File: src/rtl/lvl_irq_pkg.sv
package lvl_irq_pkg;

  localparam int LEVELS = 8;
  localparam int LVL_W  = $clog2(LEVELS);
  localparam int DATA_W = 8;
  localparam int ADDR_W = 2;

  // fixed level groups
  localparam int GRP_A_BASE = 0;
  localparam int GRP_A_SIZE = 2;
  localparam int GRP_B_BASE = GRP_A_BASE + GRP_A_SIZE;
  localparam int GRP_B_SIZE = 3;
  localparam int GRP_C_BASE = GRP_B_BASE + GRP_B_SIZE;
  localparam int GRP_C_SIZE = LEVELS - GRP_C_BASE;
  localparam int NUM_GRPS   = 3;

  localparam logic [ADDR_W-1:0] ADDR_MASK = ADDR_W'(0);
  localparam logic [ADDR_W-1:0] ADDR_PRIO = ADDR_W'(1);
  localparam logic [ADDR_W-1:0] ADDR_PEND = ADDR_W'(2);
  localparam logic [ADDR_W-1:0] ADDR_SYS  = ADDR_W'(3);

  localparam int SYS_W        = 2;
  localparam int SYS_GIE_BIT  = 0;
  localparam int SYS_FAST_BIT = 1;

  typedef enum logic [1:0] {GRP_A = 2'd0, GRP_B = 2'd1, GRP_C = 2'd2} grpId_e;

  // priority register layout (MSB first)
  typedef struct packed {
    logic [1:0] topC;
    logic [1:0] topB;
    logic       swapA;
    logic [2:0] order;
  } prioField_t;

  // strobes from control to datapath
  typedef struct packed {
    logic              wrMask;
    logic              wrPrio;
    logic              wrSys;
    logic              gieSet;
    logic              gieClr;
    logic [LEVELS-1:0] ackClr;
  } ctrlStrobe_t;

endpackage

File: src/rtl/lvl_irq_ctrl_unit.sv
module lvl_irq_ctrl_unit
  import lvl_irq_pkg::*;
(
  input  logic              busWrEn,
  input  logic [ADDR_W-1:0] busAddr,
  input  logic              ackValid,
  input  logic [LVL_W-1:0]  ackLevel,
  input  logic              gieSet,
  input  logic              gieClr,
  output ctrlStrobe_t       strobe
);

  logic [LEVELS-1:0] ackVec;

  generate
    for (genvar i = 0; i < LEVELS; i++) begin : g_ack
      assign ackVec[i] = ackValid && (ackLevel == LVL_W'(i));
    end
  endgenerate

  always_comb begin
    strobe        = '0;
    strobe.wrMask = busWrEn && (busAddr == ADDR_MASK);
    strobe.wrPrio = busWrEn && (busAddr == ADDR_PRIO);
    strobe.wrSys  = busWrEn && (busAddr == ADDR_SYS);
    strobe.gieSet = gieSet;
    strobe.gieClr = gieClr;
    strobe.ackClr = ackVec;
  end

endmodule

File: src/rtl/lvl_irq_datapath.sv
module lvl_irq_datapath
  import lvl_irq_pkg::*;
(
  input  logic              clk,
  input  logic              rstN,
  input  ctrlStrobe_t       strobe,
  input  logic [LEVELS-1:0] levelSet,
  input  logic [ADDR_W-1:0] busAddr,
  input  logic [DATA_W-1:0] busWrData,
  output logic [LEVELS-1:0] maskQ,
  output logic [DATA_W-1:0] prioQ,
  output logic [LEVELS-1:0] pendQ,
  output logic [SYS_W-1:0]  sysQ,
  output logic [DATA_W-1:0] busRdData
);

  // sticky pending bits, set beats clear
  generate
    for (genvar i = 0; i < LEVELS; i++) begin : g_pend
      always_ff @(posedge clk or negedge rstN) begin
        if (!rstN)                pendQ[i] <= 1'b0;
        else if (levelSet[i])     pendQ[i] <= 1'b1;
        else if (strobe.ackClr[i]) pendQ[i] <= 1'b0;
      end
    end
  endgenerate

  always_ff @(posedge clk or negedge rstN) begin
    if (!rstN) begin
      maskQ <= '0;
      prioQ <= '0;
    end else begin
      if (strobe.wrMask) maskQ <= busWrData[LEVELS-1:0];
      if (strobe.wrPrio) prioQ <= busWrData;
    end
  end

  // global enable: commands override the bus, clear wins
  always_ff @(posedge clk or negedge rstN) begin
    if (!rstN) begin
      sysQ <= '0;
    end else begin
      if (strobe.gieClr)      sysQ[SYS_GIE_BIT] <= 1'b0;
      else if (strobe.gieSet) sysQ[SYS_GIE_BIT] <= 1'b1;
      else if (strobe.wrSys)  sysQ[SYS_GIE_BIT] <= busWrData[SYS_GIE_BIT];
      if (strobe.wrSys)       sysQ[SYS_FAST_BIT] <= busWrData[SYS_FAST_BIT];
    end
  end

  always_comb begin
    unique case (busAddr)
      ADDR_MASK: busRdData = DATA_W'(maskQ);
      ADDR_PRIO: busRdData = prioQ;
      ADDR_PEND: busRdData = DATA_W'(pendQ);
      default:   busRdData = DATA_W'(sysQ);
    endcase
  end

endmodule

File: src/rtl/lvl_irq_resolver.sv
module lvl_irq_resolver
  import lvl_irq_pkg::*;
(
  input  logic [LEVELS-1:0] activeLvl,
  input  logic [DATA_W-1:0] prioRaw,
  output logic              irqReq,
  output logic [LVL_W-1:0]  irqLevel
);

  prioField_t prio;
  assign prio = prioField_t'(prioRaw);

  // three-member group ordering: chosen top first, rest ascending
  function automatic logic [GRP_B_SIZE-1:0][LVL_W-1:0] trioOrder(input int base,
                                                                input logic [1:0] top);
    logic [GRP_B_SIZE-1:0][LVL_W-1:0] res;
    int t;
    int k;
    t = (top == 2'd3) ? 0 : int'(top);
    res = '0;
    res[0] = LVL_W'(base + t);
    k = 1;
    for (int j = 0; j < GRP_B_SIZE; j++) begin
      if (j != t) begin
        res[k] = LVL_W'(base + j);
        k++;
      end
    end
    return res;
  endfunction

  logic [GRP_A_SIZE-1:0][LVL_W-1:0] aOrd;
  logic [GRP_B_SIZE-1:0][LVL_W-1:0] bOrd;
  logic [GRP_C_SIZE-1:0][LVL_W-1:0] cOrd;
  grpId_e grpSeq [NUM_GRPS];
  logic [LEVELS-1:0][LVL_W-1:0] rankList;

  always_comb begin
    aOrd[0] = prio.swapA ? LVL_W'(GRP_A_BASE + 1) : LVL_W'(GRP_A_BASE);
    aOrd[1] = prio.swapA ? LVL_W'(GRP_A_BASE) : LVL_W'(GRP_A_BASE + 1);
    bOrd    = trioOrder(GRP_B_BASE, prio.topB);
    cOrd    = trioOrder(GRP_C_BASE, prio.topC);
  end

  always_comb begin
    case (prio.order)
      3'd1:    begin grpSeq[0] = GRP_A; grpSeq[1] = GRP_C; grpSeq[2] = GRP_B; end
      3'd2:    begin grpSeq[0] = GRP_B; grpSeq[1] = GRP_A; grpSeq[2] = GRP_C; end
      3'd3:    begin grpSeq[0] = GRP_B; grpSeq[1] = GRP_C; grpSeq[2] = GRP_A; end
      3'd4:    begin grpSeq[0] = GRP_C; grpSeq[1] = GRP_A; grpSeq[2] = GRP_B; end
      3'd5:    begin grpSeq[0] = GRP_C; grpSeq[1] = GRP_B; grpSeq[2] = GRP_A; end
      default: begin grpSeq[0] = GRP_A; grpSeq[1] = GRP_B; grpSeq[2] = GRP_C; end
    endcase
  end

  // flatten group sequence into a full rank list, rank 0 highest
  always_comb begin
    int pos;
    pos = 0;
    rankList = '0;
    for (int s = 0; s < NUM_GRPS; s++) begin
      case (grpSeq[s])
        GRP_A: for (int j = 0; j < GRP_A_SIZE; j++) begin
                 rankList[pos] = aOrd[j];
                 pos++;
               end
        GRP_B: for (int j = 0; j < GRP_B_SIZE; j++) begin
                 rankList[pos] = bOrd[j];
                 pos++;
               end
        default: for (int j = 0; j < GRP_C_SIZE; j++) begin
                 rankList[pos] = cOrd[j];
                 pos++;
               end
      endcase
    end
  end

  // scan from lowest rank up so the highest-ranked active level is kept
  always_comb begin
    irqReq   = |activeLvl;
    irqLevel = '0;
    for (int r = LEVELS - 1; r >= 0; r--) begin
      if (activeLvl[rankList[r]]) irqLevel = rankList[r];
    end
  end

endmodule

File: src/rtl/lvl_irq_ctrl.sv
module lvl_irq_ctrl
  import lvl_irq_pkg::*;
(
  input  logic              clk,
  input  logic              rstN,
  input  logic [LEVELS-1:0] levelSet,
  input  logic              ackValid,
  input  logic [LVL_W-1:0]  ackLevel,
  input  logic              gieSet,
  input  logic              gieClr,
  input  logic              busWrEn,
  input  logic [ADDR_W-1:0] busAddr,
  input  logic [DATA_W-1:0] busWrData,
  output logic [DATA_W-1:0] busRdData,
  output logic              irqReq,
  output logic [LVL_W-1:0]  irqLevel
);

  ctrlStrobe_t       strobe;
  logic [LEVELS-1:0] maskQ;
  logic [DATA_W-1:0] prioQ;
  logic [LEVELS-1:0] pendQ;
  logic [SYS_W-1:0]  sysQ;
  logic [LEVELS-1:0] activeLvl;

  lvl_irq_ctrl_unit ctrl_i (
    .busWrEn (busWrEn),
    .busAddr (busAddr),
    .ackValid(ackValid),
    .ackLevel(ackLevel),
    .gieSet  (gieSet),
    .gieClr  (gieClr),
    .strobe  (strobe)
  );

  lvl_irq_datapath dp_i (
    .clk      (clk),
    .rstN     (rstN),
    .strobe   (strobe),
    .levelSet (levelSet),
    .busAddr  (busAddr),
    .busWrData(busWrData),
    .maskQ    (maskQ),
    .prioQ    (prioQ),
    .pendQ    (pendQ),
    .sysQ     (sysQ),
    .busRdData(busRdData)
  );

  assign activeLvl = pendQ & maskQ & {LEVELS{sysQ[SYS_GIE_BIT]}};

  lvl_irq_resolver res_i (
    .activeLvl(activeLvl),
    .prioRaw  (prioQ),
    .irqReq   (irqReq),
    .irqLevel (irqLevel)
  );

endmodule

File: config.mk
export PLATFORM = sky130hd
export DESIGN_NAME = lvl_irq_ctrl
export DESIGN_NICKNAME = d
export VERILOG_FILES = /design/src/rtl/lvl_irq_pkg.sv /design/src/rtl/lvl_irq_ctrl_unit.sv /design/src/rtl/lvl_irq_datapath.sv /design/src/rtl/lvl_irq_resolver.sv /design/src/rtl/lvl_irq_ctrl.sv
export SDC_FILE = /design/constraint.sdc
export NUM_CORES = 1
export LEC_CHECK = 0
export BUFFER_PORTS_ARGS = -buffer_cell sky130_fd_sc_hd__buf_2
export CAP_MARGIN = 20
export CELL_PAD_IN_SITES_DETAIL_PLACEMENT = 0
export CELL_PAD_IN_SITES_GLOBAL_PLACEMENT = 2
export CORE_ASPECT_RATIO = 0.75
export CORE_MARGIN = 10
export CORE_UTILIZATION = 33
export CTS_CLUSTER_SIZE = 8
export DETAILED_ROUTE_END_ITERATION = 8
export PLACE_DENSITY_LB_ADDON = 0.25
export SETUP_SLACK_MARGIN = 0.2
export SYNTH_ARGS = -nofsm -noshare
export SYNTH_HDL_FRONTEND = slang
export SYNTH_SLANG_ARGS = --single-unit
File: constraint.sdc
create_clock -name clk -period 4.59 [get_ports clk]
set_input_delay 0.6885 -clock clk [delete_from_list [all_inputs] [get_ports clk]]
set_output_delay 0.6885 -clock clk [all_outputs]
set_load 0.005 [all_outputs]
==> metrics.md <==
| Metric | Value |
|---|---|
| Core area | 11,700 um2 |
| Layout cells sized above 1 | 33.0% |
| Worst skew pair latency | 0.26 ns |
| Reg area | 653 um2 |
| GRT overflow | 0 |
| CTS tree | built |
| Synth-to-Final Area Change | 25.1% |
| Post-route ant nets | 0 |
| Run status | finished, final reports clean |
| Hold WS | 0.416 ns |
| Ys Warns | 0 |
| Global-route wire length before repair | 22,600 um |
| Arrival time at the worst endpoint | 3.75 ns |
| Req. time, crit path | 3.90 ns |
| CTS Buffer Depth | 2 |
| Num CTS Buffers | 3 |
| Worst slew pin tran | 0.761 ns |
| Final core occ | 42.3% |
| Routed vias | 4,194 |
| Post-synth EDFFs | 0 |
| Synth Flop Type | dfrtp_1 |
| DRT iter0 DRCs | 432 |
| Final #Nets | 584 |
| Synthesis-stage register bit count | 26 |
| Fill count | 1,197 |
| Initial antenna violation count | 0 |
| H-tree depth | 1 |
| Die span in x | 146 um |
| Multi-input logic area | 3360 um2 |
| WS Path Type | reg2out |
| Lkg Pwr | 1.93 nW |
| Post-synthesis cell count | 495 |
| Seq/Total Area, Yosys | 16.5% |
| Final RePlAce weighted congestion | 0.917 |
| Slew Limit Fails | 0 |
| Min cycle time layout | 4.44 ns |
| Synth Cell Area | 3950 um2 |
| Drt drc | 0 |
| Pin count of the biggest net entering global routing | 27 |
| CTS sink cnt | 26 |
| Initial Util | 33.9% |
| Routed WL | 14,600 um |
| Post-synth ARST share | 100% |
| FMAX | 225 MHz |
| Syn Area/Cell | 7.97 um2 |
| M3 GR Usage | 2.92% |
| Final setup fails | 0 |
| IO Count | 39 |
| FP Rows | 34 |
| Leading post-synthesis cells by cell area | dfrtp_1 16%, mux2i_1 9.1%, mux2_2 5.4%, ha_1 5.1%, nand2_1 4.9% |
| Total Power | 0.00309 W |
| GRT Total Usage | 16.2% |
| Finished Layout Cells | 702 |
| Die ar. | 16,800 um2 |
| Leading area contributor after synthesis | dfrtp_1 |
| Placed insts | 682 |
| Period utilization | 96.8% |
| Type of origin of the critical path | register |
| Met1 usage | 23.7% |
| Antenna diodes | 0 |
| Clock slew at reported path FFs | 0.07 ns |
| Rel. slew slack | 49.2% |
| Wire per inst | 20.8 um |
| Syn Nets | 538 |
| Post-synth cell types | 82 |
| Max_cap viols | 0 |
| CP Capture Type | output port |
| Vias in the first global route | 4,043 |
| Global-route met2 utilization | 24.6% |
| DR pass1 iterations | 4 |
| Hold Crit Class | in2async |
| Peak VDD IR | 227 uV |
| Yosys top cell area share | 16.5% |
| Die Y | 115 um |
| CP max FO | 7 |
| Busiest grt layer | met2 |
| Power density cells | 626 nW/um2 |
| Root buf cell | clkbuf_16 |
| Fin Setup TNS | 0 ns |
| Skew final | 0 ns |
| RSZ-0062 raised after global routing | true |
| DR vias/cell | 5.97 |
| PortBufs | 38 |
| Hpwl dp | 11,100 um |
| Final hold vios | 0 |
[area by class of cell]
cell class | instances | area share, %
multi-input combinational | 420 | 68.0
sequential | 26 | 13.2
timing repair buffer | 75 | 11.2
tap | 162 | 4.11
clock buffer | 3 | 1.52
inverter | 15 | 1.34
clock inverter | 1 | 0.608
[through the flow]
stage | setup WS (ns) | cell area, um2
after detailed placement | 0.164 | 4350
after CTS | 0.219 | 4680
final | 0.147 | 4940
after global routing | -0.00403 | 4940
after global placement | 0.196 | 4340
after floorplan | 0.205 | 3990
[registers in the layout, summed over array words and instances (netlist names)]
| signal | flops |
|---|---|
| dp_i.maskQ | 8 |
| dp_i.pendQ | 8 |
| dp_i.prioQ | 8 |
| dp_i.sysQ | 2 |
[cell families (layout without fill, tap and decap cells)]
group	Yosys count	count (layout)	synth area share, %
buf+inv	49	94	6.12
flops	26	26	16.5
fa+ha+maj	17	17	5.33
simple gates	183	183	24.5
mux	63	63	19.1
compound gates	157	157	28.5
[worst max-delay path: stages, from the launching register on]
cell and delay [ns]:
dfrtp_2 0.44, ha_4 0.28, inv_8 0.09, o21ai_4 0.09
ha_4 0.30, buf_12 0.15, nand3b_1 0.14, a211o_1 0.36
o211ai_4 0.14, a21o_1 0.21, nand3_2 0.11, a32oi_4 0.30
o2111ai_2 0.15, a32oi_1 0.25, o221ai_1 0.14, a31oi_1 0.18
buf_2 0.14
[layer usage]
layer | part of all wire, % | vias to the layer above
met1 | 49 | 2055
met4 | 0.83 | 0
met3 | 6.9 | 17
met2 | 43 | 165
met5 | 0 | -
li1 | - | 1957
[cell usage in the layout, fill, tap and decap left out, types with 4 or more instances in the layout]
cell type,netlist,layout
mux2_2,19,19
nand2b_1,11,9
o21ai_2,1,4
buf_2,13,38
buf_4,5,30
nand2_1,51,49
mux4_2,8,8
mux2i_2,0,5
dfrtp_1,26,24
a21oi_1,38,35
mux2i_1,36,31
ha_4,0,4
o21ai_0,25,22
o211ai_1,4,4
a31oi_1,11,8
ha_1,16,11
a21o_1,13,13
nor3b_1,6,6
clkbuf_16,0,4
nand3_1,28,25
nor3_1,10,9
nor2b_1,12,10
and3_1,11,11
a211oi_1,5,4
inv_1,13,11
o21ai_1,8,7
nor2_1,23,23
[cell usage after synthesis, drive strengths merged (4+ instances only)]
library cell	n
and2	5
a21o	13
nor2	26
nor2b	12
o22ai	5
clkbuf	12
a31oi	11
mux2	19
nor4	4
dfrtp	26
buf	22
nand2	52
nor3	10
o211ai	5
and3	11
inv	15
mux4	8
mux2i	36
ha	16
nand2b	11
nor3b	7
a211oi	8
nand3	28
a22oi	4
a21oi	40
o21ai	34
[path summary, 6_finish.rpt]
check,start,end,slack (ns),cells past startpoint
max in group asynchronous,rstN,dp_i.prioQ[1],3.75,1
min in group clk,dp_i.sysQ[1],dp_i.sysQ[1],0.52,1
hold reg to reg,dp_i.sysQ[1],dp_i.sysQ[1],0.52,1
setup reg to reg,dp_i.sysQ[0],dp_i.sysQ[0],3.56,2
setup / recovery,dp_i.prioQ[2],irqLevel[1],0.15,16
hold / removal,rstN,dp_i.pendQ[6],0.42,1
[power breakdown]
| group | leakage, nW | switching, W | internal, W | total, W |
|---|---|---|---|---|
| clock network | 0.0511 | 0.0000801 | 0.000174 | 0.000254 |
| registers | 0.285 | 0.0000475 | 0.000261 | 0.000309 |
| logic | 1.60 | 0.00138 | 0.00114 | 0.00253 |
[timing repair]
| item | 4_1_cts | 5_1_grt |
|---|---|---|
| setup buffers | 6 | 8 |
| endpoints found under the hold margin | 0 | 0 |
| gates cloned | 1 | 1 |
| setup endpoints to repair | 3 | 3 |
| hold buffers | 0 | 0 |
| resized for setup | 27 | 39 |
| pin swaps | 12 | 19 |
Power figures use the tool's default switching activity.
